## src/rtl/sync_rx_pkg.sv

```systemverilog
package sync_rx_pkg;
  // Register locations
  localparam logic LOC_STAT = 1'b0;
  localparam logic LOC_DATA = 1'b1;

  // Control/status byte bit positions
  localparam int B_PORT_EN = 7;
  localparam int B_NINE    = 6;
  localparam int B_SINGLE  = 5;
  localparam int B_CONT    = 4;
  localparam int B_ADET    = 3;
  localparam int B_FRAME   = 2;
  localparam int B_OVR     = 1;
  localparam int B_BIT8    = 0;

  // Number of writable bits at the top of the control/status byte
  localparam int CTL_BITS  = 5;
endpackage

```

## src/rtl/rx_edge_sync.sv

```systemverilog
module rx_edge_sync #(
  parameter int STAGES = 2
) (
  input  logic clk,
  input  logic rst_n,
  input  logic sck_async,
  input  logic sdat_async,
  output logic fall_evt,
  output logic sdat_sync
);
  logic [STAGES-1:0] ck_q;
  logic [STAGES-1:0] dt_q;
  logic              ck_prev;

  generate
    for (genvar s = 0; s < STAGES; s++) begin : g_stage
      if (s == 0) begin : g_first
        always_ff @(posedge clk) begin
          if (!rst_n) begin
            ck_q[0] <= 1'b1;
            dt_q[0] <= 1'b0;
          end else begin
            ck_q[0] <= sck_async;
            dt_q[0] <= sdat_async;
          end
        end
      end else begin : g_next
        always_ff @(posedge clk) begin
          if (!rst_n) begin
            ck_q[s] <= 1'b1;
            dt_q[s] <= 1'b0;
          end else begin
            ck_q[s] <= ck_q[s-1];
            dt_q[s] <= dt_q[s-1];
          end
        end
      end
    end
  endgenerate

  always_ff @(posedge clk) begin
    if (!rst_n) ck_prev <= 1'b1;
    else        ck_prev <= ck_q[STAGES-1];
  end

  assign fall_evt  = ck_prev & ~ck_q[STAGES-1];
  assign sdat_sync = dt_q[STAGES-1];
endmodule

```

## src/rtl/rx_shifter.sv

```systemverilog
module rx_shifter #(
  parameter int W  = 9,
  parameter int CW = $clog2(W + 1)
) (
  input  logic          clk,
  input  logic          rst_n,
  input  logic          clear,
  input  logic          enable,
  input  logic          fall_evt,
  input  logic          din,
  input  logic          nine,
  output logic          word_done,
  output logic [W-1:0]  word,
  output logic [CW-1:0] bit_cnt
);
  localparam logic [CW-1:0] LAST_SHORT = CW'(W - 2);
  localparam logic [CW-1:0] LAST_LONG  = CW'(W - 1);

  logic [W-1:0] sr;
  logic         take;

  // Place one bit at a given index of the partial word
  function automatic logic [W-1:0] put_bit(input logic [W-1:0] v,
                                           input logic [CW-1:0] idx,
                                           input logic b);
    logic [W-1:0] r;
    r = v;
    r[idx] = b;
    return r;
  endfunction

  function automatic logic [CW-1:0] last_index(input logic nine_sel);
    return nine_sel ? LAST_LONG : LAST_SHORT;
  endfunction

  assign take      = enable & fall_evt;
  assign word_done = take & (bit_cnt == last_index(nine));
  assign word      = put_bit(sr, bit_cnt, din);

  always_ff @(posedge clk) begin
    if (!rst_n || clear) begin
      sr      <= '0;
      bit_cnt <= '0;
    end else if (word_done) begin
      sr      <= '0;
      bit_cnt <= '0;
    end else if (take) begin
      sr      <= word;
      bit_cnt <= bit_cnt + 1'b1;
    end
  end
endmodule

```

## src/rtl/rx_regs.sv

```systemverilog
module rx_regs
  import sync_rx_pkg::*;
#(
  parameter int DW = 8
) (
  input  logic          clk,
  input  logic          rst_n,
  input  logic          bus_addr,
  input  logic          bus_wr,
  input  logic          bus_rd,
  input  logic [7:0]    bus_wdata,
  output logic [7:0]    bus_rdata,
  input  logic          word_done,
  input  logic [DW:0]   word,
  output logic          port_en,
  output logic          nine,
  output logic          cont_en,
  output logic          flag,
  output logic          overrun,
  output logic          rd_data_evt
);
  logic [CTL_BITS-1:0] ctl;
  logic [DW-1:0]       data_q;
  logic                bit8_q;

  assign port_en     = ctl[B_PORT_EN - B_ADET];
  assign nine        = ctl[B_NINE - B_ADET];
  assign cont_en     = ctl[B_CONT - B_ADET];
  assign rd_data_evt = bus_rd & (bus_addr == LOC_DATA);

  always_ff @(posedge clk) begin
    if (!rst_n) begin
      ctl     <= '0;
      data_q  <= '0;
      bit8_q  <= 1'b0;
      flag    <= 1'b0;
      overrun <= 1'b0;
    end else begin
      if (bus_wr && bus_addr == LOC_STAT)
        ctl <= bus_wdata[7:B_ADET];
      if (!cont_en)
        overrun <= 1'b0;
      else if (word_done && flag)
        overrun <= 1'b1;
      if (word_done && !flag) begin
        data_q <= word[DW-1:0];
        bit8_q <= nine & word[DW];
        flag   <= 1'b1;
      end else if (rd_data_evt) begin
        flag   <= 1'b0;
      end
    end
  end

  always_comb begin
    if (bus_addr == LOC_STAT)
      bus_rdata = {ctl, 1'b0, overrun, bit8_q};
    else
      bus_rdata = 8'(data_q);
  end
endmodule

```

## src/rtl/sync_slave_rx.sv

```systemverilog
module sync_slave_rx #(
  parameter int DATA_W      = 8,
  parameter int SYNC_STAGES = 2
) (
  input  logic       clk,
  input  logic       rst_n,
  input  logic       ser_clk,
  input  logic       ser_data,
  input  logic       sync_mode,
  input  logic       master_sel,
  input  logic       rx_int_en,
  input  logic       bus_addr,
  input  logic       bus_wr,
  input  logic       bus_rd,
  input  logic [7:0] bus_wdata,
  output logic [7:0] bus_rdata,
  output logic       rx_ready,
  output logic       rx_irq
);
  localparam int WW = DATA_W + 1;
  localparam int CW = $clog2(WW + 1);

  logic          fall_evt, sdat_sync;
  logic          word_done;
  logic [WW-1:0] word;
  logic [CW-1:0] bit_cnt;
  logic          port_en, nine, cont_en, overrun, rd_data_evt;
  logic          rx_active, rx_clear;

  assign rx_active = port_en & cont_en & sync_mode & ~master_sel & ~overrun;
  assign rx_clear  = ~(port_en & cont_en);
  assign rx_irq    = rx_ready & rx_int_en;

  rx_edge_sync #(.STAGES(SYNC_STAGES)) u_sync (
    .clk(clk), .rst_n(rst_n), .sck_async(ser_clk), .sdat_async(ser_data),
    .fall_evt(fall_evt), .sdat_sync(sdat_sync)
  );

  rx_shifter #(.W(WW), .CW(CW)) u_shift (
    .clk(clk), .rst_n(rst_n), .clear(rx_clear), .enable(rx_active),
    .fall_evt(fall_evt), .din(sdat_sync), .nine(nine),
    .word_done(word_done), .word(word), .bit_cnt(bit_cnt)
  );

  rx_regs #(.DW(DATA_W)) u_regs (
    .clk(clk), .rst_n(rst_n), .bus_addr(bus_addr), .bus_wr(bus_wr),
    .bus_rd(bus_rd), .bus_wdata(bus_wdata), .bus_rdata(bus_rdata),
    .word_done(word_done), .word(word), .port_en(port_en), .nine(nine),
    .cont_en(cont_en), .flag(rx_ready), .overrun(overrun),
    .rd_data_evt(rd_data_evt)
  );
endmodule

```

## config.mk

```make
export PLATFORM = sky130hd
export DESIGN_NAME = sync_slave_rx
export DESIGN_NICKNAME = d
export VERILOG_FILES = /design/src/rtl/sync_rx_pkg.sv /design/src/rtl/rx_edge_sync.sv /design/src/rtl/rx_shifter.sv /design/src/rtl/rx_regs.sv /design/src/rtl/sync_slave_rx.sv
export SDC_FILE = /design/constraint.sdc
export NUM_CORES = 1
export LEC_CHECK = 0
export CAP_MARGIN = 5
export CORE_MARGIN = 5
export CORE_UTILIZATION = 57
export CTS_CLUSTER_SIZE = 16
export DETAILED_ROUTE_END_ITERATION = 10
export GPL_TIMING_DRIVEN = 0
export HOLD_SLACK_MARGIN = 0.05
export PLACE_DENSITY = 0.91
export SLEW_MARGIN = 15
export SYNTH_ARGS = -nofsm -noshare
export SYNTH_HDL_FRONTEND = slang
export SYNTH_SLANG_ARGS = --single-unit
```

## constraint.sdc

```tcl
create_clock -name clk -period 3.2 [get_ports clk]
set_clock_uncertainty 0.05 [all_clocks]
set_input_delay 0.96 -clock clk [delete_from_list [all_inputs] [get_ports clk]]
set_output_delay 0.96 -clock clk [all_outputs]
set_load 0.05 [all_outputs]
```

==> impl_results.md, run 1 <==
- DIE AREA: 0.00424 mm2
- Max-slew violations: 0
- Vias: 1329
- Top cells by count, synth: dfxtp_1, mux2i_1, nor2_1, nand2_1, and3_1
- CTS tree: yes
- Drt drc: 0
- DRT iter0 DRCs: 75
- Router iterations before antenna repair: 4
- Number of synthesized register bits: 34
- Die Ht: 65.1 um
- Synth-to-Final Area Change: 18.6%
- Worst slew pin tran: 495 ps
- Clock Tree Root: clkbuf_4
- Nets: 230
- Area of the mapped netlist: roughly 0.0017 mm2
- All-Layer GR Usage: 0.189
- Critical path fanouts, max: 10
- Area of placed instances: 0.00200 mm2
- Rel. slew slack: 0.669
- Post-CTS resize count: 9
- Inserted Clock Buffers: 5
- Peak supply drop: approximately 200 uV
- Core area: 0.00298 mm2
- Max Buffers Root-to-Sink: 2
- # fillers: around 230
- Reg area: 681 um2
- Fin crit share: 0.987
- Vias per Instance: 5.49
- Yosys top cell by area: dfxtp_1
- Final RePlAce weighted congestion: between 0.8 and 0.9
- Combined area of the multi-input logic cells: 977 um2
- Worst EP required: roughly 2200 ps
- CP arrival: 2150 ps
- Sinks on Clock Net: 34
- Post-layout min period: 3160 ps
- Sequential share of the synthesized area: 0.393
- Worst r2r src: u_shift.bit_cnt[2]
- Largest net degree at the start of global routing: 11
- Vias in the first global route: 1379
- DPL Wire Length: between 2000 and 3000 um
- Mapped Cells: 178
- Die width: 65.1 um
- Setup crit start kind: primary input
- Max Clock Freq: 0.317 GHz
- Worst setup path start: bus_addr
- H-tree levels: 2
- Global route overflow: 0
- Routed WL: 3720 um
- Post-CTS setup buffers: 0
- # diodes: 0
- Post-synth EDFFs: 0
- Syn_area_per_cell: between 9 and 10 um2
- Hold_buf cts: 0
- IO buf count: 23
- Cell variety after synth: 34
- Post-DRT Antenna Nets: 0
- Final Setup Violations: 0
- Count leader, synth: dfxtp_1
- Main synth FF type: dfxtp_1
- Hold Violations, Final: 0
- Setup tns final: 0 ps
- Std cell rows: 20
- Ys async rst share: 0
- First-pass GRT wire length: approximately 6200 um
- Pwr/cell area: roughly 360 mW/mm2
- RSZ-0062 raised after global routing: no
- Fin area: 0.00206 mm2
- Max-Cap Viols: 0
- Starting Density: 0.582
- Worst hold start: u_sync.ck_q[0]
- Design Power: 0.733 mW
- Yosys top cell area share: 0.393
- Worst-path clk slew: 100 ps
- HP Class: reg2reg
- Synthesized Nets: 200
- Status: completed
- Worst skew pair latency: around 340 ps
- Boundary Pins: 28
- Share of cells above drive strength 1: 0.134
- Wire per inst: between 15 and 20 um
- Antenna violations before repair: 0
- WS Path Type: in2out
- Top post-synthesis cells by area: dfxtp_1, mux2i_1, mux2_2
- CP endpoint kind: output port
- Ys Warns: 0
- Leak: 0.853 nW
[final timing paths]
| path | to | slack [ps] | cells after the start |
|---|---|---|---|
| worst max register to register | u_regs.data_q[3] | 1530 | 5 |
| worst min-delay path | u_sync.ck_q[1] | 370 | 1 |
| worst max-delay path | bus_rdata[2] | 40 | 3 |
| worst min register to register | u_sync.ck_q[1] | 370 | 1 |
[final cells by class]
class	count	share of cell area
plain buffers	12	0.0335
flip-flops and latches	34	0.331
multi-input cells	130	0.475
repair buffers	23	0.107
clock buffers	7	0.0268
well taps	33	0.0201
clock inverters	1	0.00243
inverters	2	0.00365
[cell usage in the layout, fill, tap and decap left out, types with 4 or more instances in the layout]
master           netlist  layout
clkbuf_1               6       6
nor2_1                13      13
nand4_1                9       9
mux2i_1               23      23
dfxtp_1               34      34
dlygate4sd2_1          0       8
nor2b_1                7       7
a21boi_0               9       9
and2_1                 5       5
clkbuf_4               0       5
mux2_2                 8       8
ha_1                   4       4
nand2_1               12      12
clkdlybuf4s50_1        0      15
and3_1                10      10
o21ai_0                8       8
[logic make-up (layout without fill, tap and decap cells)]
family / after synthesis / in the layout / share of synthesized area
xor gates and xnor gates: 3 / 3 / 0.0152
AOI/OAI and AO/OA: 22 / 22 / 0.0989
adders and majority gates: 4 / 4 / 0.0289
DFF: 34 / 34 / 0.393
and+or+nand+nor: 70 / 70 / 0.236
buffers and inverters: 14 / 45 / 0.0433
muxes: 31 / 31 / 0.185
[sequential cells by signal, summed over array words and instances (netlist names)]
register and count:
u_shift.sr 9, u_sync.dt_q 1, u_sync.ck_prev 1, u_regs.ctl 5, u_sync.sdat_sync 1, u_regs.flag 1
u_regs.bit8_q 1, u_shift.bit_cnt 4, u_regs.data_q 8, u_sync.ck_q 2, u_regs.overrun 1
[report_power, final]
group / switching [mW] / total [mW] / internal, mW
Clock: 0.139 / 0.245 / 0.106
Sequential: 0.00557 / 0.434 / 0.429
Combinational: 0.0250 / 0.0539 / 0.0289
[per-layer routing]
metal / vias up / track usage / part of all wire
met2: 30 / 0.341 / 0.51
met4: 0 / 0.0907 / 0.025
met5: - / 0 / 0
li1: 684 / - / -
met3: 10 / 0.0513 / 0.052
met1: 605 / 0.204 / 0.42
[per-stage QoR]
| step | cells | util | setup slack [ps] | hold slack, ps |
|---|---|---|---|---|
| global placement | 234 | 0.673 | -235 | 339 |
| detailed placement | 234 | 0.673 | -330 | 356 |
| floorplan | 178 | - | 447 | 336 |
| finish | 242 | 0.690 | 40.8 | 366 |
| global route | 242 | 0.690 | 3.91 | 411 |
| CTS | 242 | 0.690 | 27.6 | 370 |
[critical path, stage by stage]
cell and delay, ps:
clkbuf_2 230, and2_1 160, clkdlybuf4s50_1 800
No activity file was read; power rests on OpenSTA's default activity.
==> run 2, diff against run 1 <==
CORE_ASPECT_RATIO = 1.1   (was unset)
SETUP_SLACK_MARGIN = 0.2   (was unset)
SLEW_MARGIN = 5   (was 15)
==> run 2 against run 1 <==
Effect of this change:
- count of clock-buffer cells in the layout down 2
- wire length decreased by 0.91%
- combinational power decreased by 1%
- first-iteration DRC count shrank 19%
- fmax rose by 8.8%
- global-route usage about the same
- largest power group unchanged
- sequential power hardly changed
- via count increased by 4.0%
- clock power is 11% lower
- register-to-register slack improved by 20 ps
==> impl_results.md, run 2 (synthesis gave the netlist of run 1 again) <==
- Nets: 230 (unchanged)
- Routed WL: 3680 um (was 3720 um)
- Starting Density: 0.579 (was 0.582)
- Max Buffers Root-to-Sink: 2 (unchanged)
- Boundary Pins: 28 (unchanged)
- Global route overflow: 0 (unchanged)
- Pre-CTS setup slack: -266 ps (was -330 ps)
- Post-DRT Antenna Nets: 0 (unchanged)
- Die Ht: 67.8 um (was 65.1 um)
- HP Class: reg2reg (unchanged)
- Max-Cap Viols: 0 (unchanged)
- Sinks on Clock Net: 34 (unchanged)
- Worst slew pin tran: 490 ps (was 495 ps)
- Worst r2r src: u_shift.bit_cnt[0] (was u_shift.bit_cnt[2])
- Critical-path cell list: clkdlybuf4s50_1, and2_1, clkdlybuf4s15_2 (was clkbuf_2, and2_1, clkdlybuf4s50_1)
- Wire per inst: 15.2 um (was 15.4 um)
- Final core area utilization: 0.674 (was 0.690)
- Leading cell type in the layout, fill and taps excluded: dfxtp_1 (unchanged)
- Largest net degree at the start of global routing: 11 (unchanged)
- Rel. slew slack: 0.672 (was 0.669)
- CTS tree: yes (unchanged)
- Post-layout min period: 2900 ps (was 3160 ps)
- Max Clock Freq: 0.344 GHz (was 0.317 GHz)
- DPL Wire Length: 2780 um (was 2890 um)
- First-pass GRT wire length: 6310 um (was 6220 um)
- Leak: 0.825 nW (was 0.853 nW)
- Setup crit start kind: primary input (unchanged)
- Worst hold start: u_sync.ck_q[0] (unchanged)
- Share of cells above drive strength 1: 0.173 (was 0.134)
- Std cell rows: 21 (was 20)
- Top Usage Layer GRT: met2 (unchanged)
- Drt drc: 0 (unchanged)
- CP endpoint kind: output port (unchanged)
- Most frequent cells in the layout: dfxtp_1, mux2i_1, clkdlybuf4s50_1 (unchanged)
- Top flop regs: u_shift.sr (9), u_regs.data_q (8), u_regs.ctl (5) (unchanged)
- # diodes: 0 (unchanged)
- WS Path Type: in2out (unchanged)
- # fillers: 229 (unchanged)
- IO buf count: 23 (unchanged)
- Largest register by flop count: u_shift.sr (unchanged)
- Critical path's slowest cell: clkdlybuf4s50_1 (unchanged)
- H-tree levels: 2 (unchanged)
- Worst path max stage delay: 450 ps (was 800 ps)
- Worst skew pair latency: 340 ps (about the same)
- CP arrival: 1890 ps (was 2150 ps)
- Dpl cells: 235 (was 234)
- Hold Violations, Final: 0 (unchanged)
- Vias per Instance: 5.71 (was 5.49)
- Max-slew violations: 0 (unchanged)
- Max reg flops: 9 (unchanged)
- Antenna violations before repair: 0 (unchanged)
- Pwr/cell area: 350 mW/mm2 (was 356 mW/mm2)
- RSZ-0062 raised after global routing: no (unchanged)
- Router iterations before antenna repair: 5 (was 4)
- Die width: 62.6 um (was 65.1 um)
- Status: completed (unchanged)
- Vias in the first global route: 1405 (was 1379)
- Inserted Clock Buffers: 5 (unchanged)
- All-Layer GR Usage: 0.189 (about the same)
- M1 GR Usage: 0.193 (was 0.204)
- Post-CTS setup buffers: 0 (unchanged)
- Peak supply drop: 269 uV (was 195 uV)
- Clock Tree Root: clkbuf_4 (unchanged)
- Cell Count, Final, Fillers Out: 242 (unchanged)
- Critical path fanouts, max: 1 (was 10)
- Met3 usage: 0.0608 (was 0.0513)
- Worst setup margin: 297 ps (was 40.8 ps)
- Final RePlAce weighted congestion: 0.804 (was 0.887)
- Worst-path clk slew: 100 ps (about the same)
- Worst setup path start: rx_int_en (was bus_addr)
- Synth-to-Final Area Change: 16.5% (was 18.6%)
- Core area: 0.00300 mm2 (was 0.00298 mm2)
- Met2 usage: 0.355 (was 0.341)
- DRT iter0 DRCs: 61 (was 75)
- Setup tns final: 0 ps (unchanged)
- DIE AREA: 0.00424 mm2 (about the same)
- Worst EP required: 2190 ps (about the same)
- Fin crit share: 0.907 (was 0.987)
- Vias: 1382 (was 1329)
- Final Setup Violations: 0 (unchanged)
==> run 2: cell types whose count changed in the layout (fill, tap and decap cells not counted) <==
| cell | delta |
|---|---|
| clkinv_2 | +1 |
| clkdlybuf4s15_2 | +1 |
| clkbuf_2 | +7 |
| clkbuf_1 | -1 |
| clkbuf_8 | -1 |
| clkdlybuf4s50_1 | -1 |
| dlygate4sd2_1 | -7 |
==> run 2: timing repair <==
action / in CTS / in global routing
gates resized for setup: 12 / 14
hold buffers: 0 / 0
endpoints found under the setup margin: 9 / 7
==> run 2: path summary, 6_finish.rpt <==
check / endpoint / slack (ps) / cells after the start
max: rx_irq / 300 / 3
min: u_sync.ck_q[1] / 370 / 1
max reg2reg: u_regs.bit8_q / 1550 / 6
min reg2reg: u_sync.ck_q[1] / 370 / 1
==> run 2: layer usage <==
| metal | up-vias | wire (um) |
|---|---|---|
| met5 | - | 0 |
| met4 | 0 | 69 |
| met3 | 8 | 206 |
| met2 | 38 | 1920 |
| met1 | 652 | 1480 |
| li1 | 684 | - |
==> run 2: final cells by class <==
class | instances | area, um2 | area share
tap | 34 | 42.5 | 0.0211
clock inverter | 2 | 10.0 | 0.00496
timing repair buffer | 23 | 195 | 0.0967
clock buffer | 5 | 37.5 | 0.0186
multi-input combinational | 130 | 977 | 0.484
sequential | 34 | 681 | 0.337
buffer | 12 | 68.8 | 0.0341
inverter | 2 | 7.51 | 0.00372
==> run 2: through the flow <==
| step | area (um2) | hold slack (ps) | total power, mW |
|---|---|---|---|
| after detailed placement | 2010 | 356 | 0.499 |
| after global routing | 2020 | 375 | 0.739 |
| after CTS | 2050 | 378 | 0.713 |
| final | 2020 | 369 | 0.707 |
| after global placement | 2010 | 344 | 0.497 |
| after floorplan | 1730 | 336 | 0.472 |
==> run 2: where the power goes <==
part,switching (mW),internal (mW),total [mW]
clock,0.140,0.0788,0.219
combinational,0.0249,0.0284,0.0533
sequential,0.00577,0.429,0.434
total,0.171,0.536,0.707
==> run 2: worst max-delay path, delay by kind of cell <==
kind,cells,cell delay (ps)
buffers and inverters,2,810
and+or+nand+nor,1,120
==> run 3, diff against run 2 <==
--- a/config.mk
+++ b/config.mk
@@ -7,2 +7,3 @@
 export LEC_CHECK = 0
+export ABC_AREA = 1
 export CAP_MARGIN = 5
@@ -10,3 +11,3 @@
 export CORE_MARGIN = 5
-export CORE_UTILIZATION = 57
+export CORE_UTILIZATION = 25
 export CTS_CLUSTER_SIZE = 16
@@ -15,3 +16,3 @@
 export HOLD_SLACK_MARGIN = 0.05
-export PLACE_DENSITY = 0.91
+export PLACE_DENSITY = 0.51
 export SETUP_SLACK_MARGIN = 0.2
==> constraint.sdc (replaced) <==
create_clock -name clk -period 3.2 [get_ports clk]
set_clock_uncertainty 0.05 [all_clocks]
set_input_delay 0.8 -clock clk [delete_from_list [all_inputs] [get_ports clk]]
set_output_delay 0.8 -clock clk [all_outputs]
set_load 0.05 [all_outputs]
==> run 3 against run 2 <==
Effect of this change:
- cell count is 51% higher
- critical path depth is 1 higher
- fmax is 0.98% lower
- via count is 12% higher
- utilization is 35 points lower
- largest cell class unchanged
- highest routed layer unchanged
==> impl_results.md, run 3 <==
- Status: completed (unchanged)
- Worst EP required: 2350 ps (was 2190 ps)
- Cell variety after synth: 22 (was 34)
- Worst skew pair latency: 290 ps (was 340 ps)
- Ys async rst share: 0 (unchanged)
- IO buf count: 23 (unchanged)
- Synth Area in XOR/XNOR: 0.00518 (was 0.0152)
- Count leader, synth: nand2_1 (was dfxtp_1)
- Leading cell type in the layout, fill and taps excluded: nand2_1 (was dfxtp_1)
- Area of placed instances: 0.00202 mm2 (was 0.00201 mm2)
- Number of synthesized register bits: 34 (unchanged)
- # fillers: 750 (was 229)
- Max reg flops: 9 (unchanged)
- Global route overflow: 0 (unchanged)
- Yosys top cell by area: dfxtp_1 (unchanged)
- Largest net degree at the start of global routing: 12 (was 11)
- Post-layout min period: 2930 ps (was 2900 ps)
- Starting Density: 0.256 (was 0.579)
- Ys Warns: 0 (unchanged)
- Setup crit start kind: primary input (unchanged)
- Core area: 0.00659 mm2 (was 0.00300 mm2)
- Die width: 88.4 um (was 62.6 um)
- First-pass GRT wire length: 6530 um (was 6310 um)
- Clock Tree Root: clkbuf_8 (was clkbuf_4)
- Critical path fanouts, max: 7 (was 1)
- Post-synth EDFFs: 0 (unchanged)
- Worst slew pin tran: 496 ps (was 490 ps)
- Synthesized Nets: 275 (was 200)
- Fin area: 0.00211 mm2 (was 0.00202 mm2)
- CP arrival: 2080 ps (was 1890 ps)
- Post-synthesis mux area share: 0 (was 0.185)
- Max Buffers Root-to-Sink: 2 (unchanged)
- Router iterations before antenna repair: 4 (was 5)
- Design Power: 0.831 mW (was 0.707 mW)
- DRT iter0 DRCs: 50 (was 61)
- Post-DRT Antenna Nets: 0 (unchanged)
- Std cell rows: 31 (was 21)
- Boundary Pins: 28 (unchanged)
- Share of cells above drive strength 1: 0.120 (was 0.173)
- All-Layer GR Usage: 0.102 (was 0.189)
- Rel. slew slack: 0.668 (was 0.672)
- Worst-path clk slew: 70 ps (was 100 ps)
- Vias per Instance: 4.23 (was 5.71)
- Drt drc: 0 (unchanged)
- Inserted Clock Buffers: 5 (unchanged)
- Max-Cap Viols: 0 (unchanged)
- Yosys top cell area share: 0.403 (was 0.393)
- Post-CTS setup buffers: 0 (unchanged)
- Sinks on Clock Net: 34 (unchanged)
- Leak: 0.888 nW (was 0.825 nW)
- CP endpoint kind: output port (unchanged)
- Area of the mapped netlist: 0.00169 mm2 (was 0.00173 mm2)
- Wire per inst: 10.5 um (was 15.2 um)
- Pwr/cell area: 394 mW/mm2 (was 350 mW/mm2)
- Vias in the first global route: 1472 (was 1405)
- Die Ht: 96.2 um (was 67.8 um)
- WS Path Type: in2out (unchanged)
- Final Setup Violations: 0 (unchanged)
- Main synth FF type: dfxtp_1 (unchanged)
- CTS tree: yes (unchanged)
- # diodes: 0 (unchanged)
- Top cells by count, synth: nand2_1, inv_1, nor2_1, dfxtp_1, o21ai_0 (was dfxtp_1, mux2i_1, nor2_1, nand2_1, and3_1)
- Sequential share of the synthesized area: 0.403 (was 0.393)
- Mapped Cells: 253 (was 178)
- Hold Violations, Final: 0 (unchanged)
- Nets: 305 (was 230)
- DPL Wire Length: 2890 um (was 2780 um)
- Synth-to-Final Area Change: 24.9% (was 16.5%)
- Simple-gate share of the synthesized area: 0.347 (was 0.236)
- Routed WL: 3830 um (was 3680 um)
- Most frequent cells in the layout: nand2_1, inv_1, nor2_1 (was dfxtp_1, mux2i_1, clkdlybuf4s50_1)
- Antenna violations before repair: 0 (unchanged)
- Largest family of logic cells by synthesized area: simple AND/OR/NAND/NOR gates (unchanged)
- Worst setup margin: 268 ps (was 297 ps)
- Max Clock Freq: 0.341 GHz (was 0.344 GHz)
- Peak supply drop: 124 uV (was 269 uV)
- H-tree levels: 2 (unchanged)
- Top post-synthesis cells by area: dfxtp_1, nand2_1, inv_1 (was dfxtp_1, mux2i_1, mux2_2)
- HP Class: reg2reg (unchanged)
- RSZ-0062 raised after global routing: no (unchanged)
- Top flop regs: u_shift.sr (9), u_regs.data_q (8), u_regs.ctl (5) (unchanged)
- Largest register by flop count: u_shift.sr (unchanged)
- Vias: 1547 (was 1382)
- Max-slew violations: 0 (unchanged)
- DIE AREA: 0.00851 mm2 (was 0.00424 mm2)
- Pre-CTS setup slack: -350 ps (was -266 ps)
- Syn_area_per_cell: 6.68 um2 (was 9.74 um2)
- Fin crit share: 0.916 (was 0.907)
- Synth Area in Compound Gates: 0.104 (was 0.0989)
- Synth Area in Adders: 0.0296 (was 0.0289)
- Final RePlAce weighted congestion: 0.794 (was 0.804)
## run 3: changes by cell type after synthesis, sizes merged, moves of 7 or more
| cell | change |
|---|---|
| a21oi | +16 |
| nor2b | -7 |
| o21ai | +10 |
| inv | +37 |
| nand2 | +65 |
| mux2 | -8 |
| a21boi | -9 |
| nand3 | +7 |
| nor2 | +24 |
| and3 | -10 |
| mux2i | -23 |
## run 3: critical path, cell delays in order
cell	delay (ps)
clkdlybuf4s50_1	480
inv_1	100
o21ai_0	150
dlygate4sd2_1	550
## run 3: worst paths after layout
| kind | start | to | slack (ps) | depth (start not counted) |
|---|---|---|---|---|
| min | u_sync.dt_q[0] | u_sync.sdat_sync | 370 | 2 |
| max reg2reg | u_regs.ctl[1] | u_shift.sr[3] | 1630 | 8 |
| max | bus_addr | bus_rdata[7] | 270 | 4 |
| min reg2reg | u_sync.dt_q[0] | u_sync.sdat_sync | 370 | 2 |
## run 3: power by group
part           switching (mW)  total [mW]  internal [mW]
clock                   0.168       0.341          0.173
combinational          0.0323      0.0573         0.0250
sequential            0.00308       0.433          0.430
## run 3: timing repair
item	4_1_cts	5_1_grt
gates resized for setup	21	8
hold buffers	0	0
setup endpoints to repair	9	3
## run 3: cell families after synthesis
group,count (synthesis)
AOI/OAI and AO/OA,35
DFF,34
buffers and inverters,46
and+or+nand+nor,133
adders and majority gates,4
xor gates and xnor gates,1
## run 3: cell type report
type                    instances  area [um2]  area share
multi-input cells             173         821       0.389
flip-flops and latches         34         681       0.322
repair buffers                 23         221       0.105
inverters                      39         146      0.0694
well taps                      82         103      0.0486
clock buffers                   6        82.6      0.0391
plain buffers                   7        43.8      0.0207
clock inverters                 2        12.5     0.00593
## run 3: per-layer routing
metal / vias to the layer above / wire length [um] / share of wire / GRT usage
met1: 685 / 1860 / 0.48 / 0.125
met2: 24 / 1710 / 0.45 / 0.161
li1: 831 / - / - / -
met4: 0 / 97 / 0.025 / 0.0567
met5: - / 0 / 0 / 0
met3: 7 / 166 / 0.043 / 0.0257
## run 3: through the flow
stage          cells  hold WS [ps]   util  TNS [ps]
2_1_floorplan    253           340      -         0
3_3_place_gp     358           345  0.307     -1790
3_5_place_dp     358           348  0.307     -1720
4_1_cts          366           368  0.321         0
5_1_grt          366           393  0.320         0
6_report         366           365  0.320         0
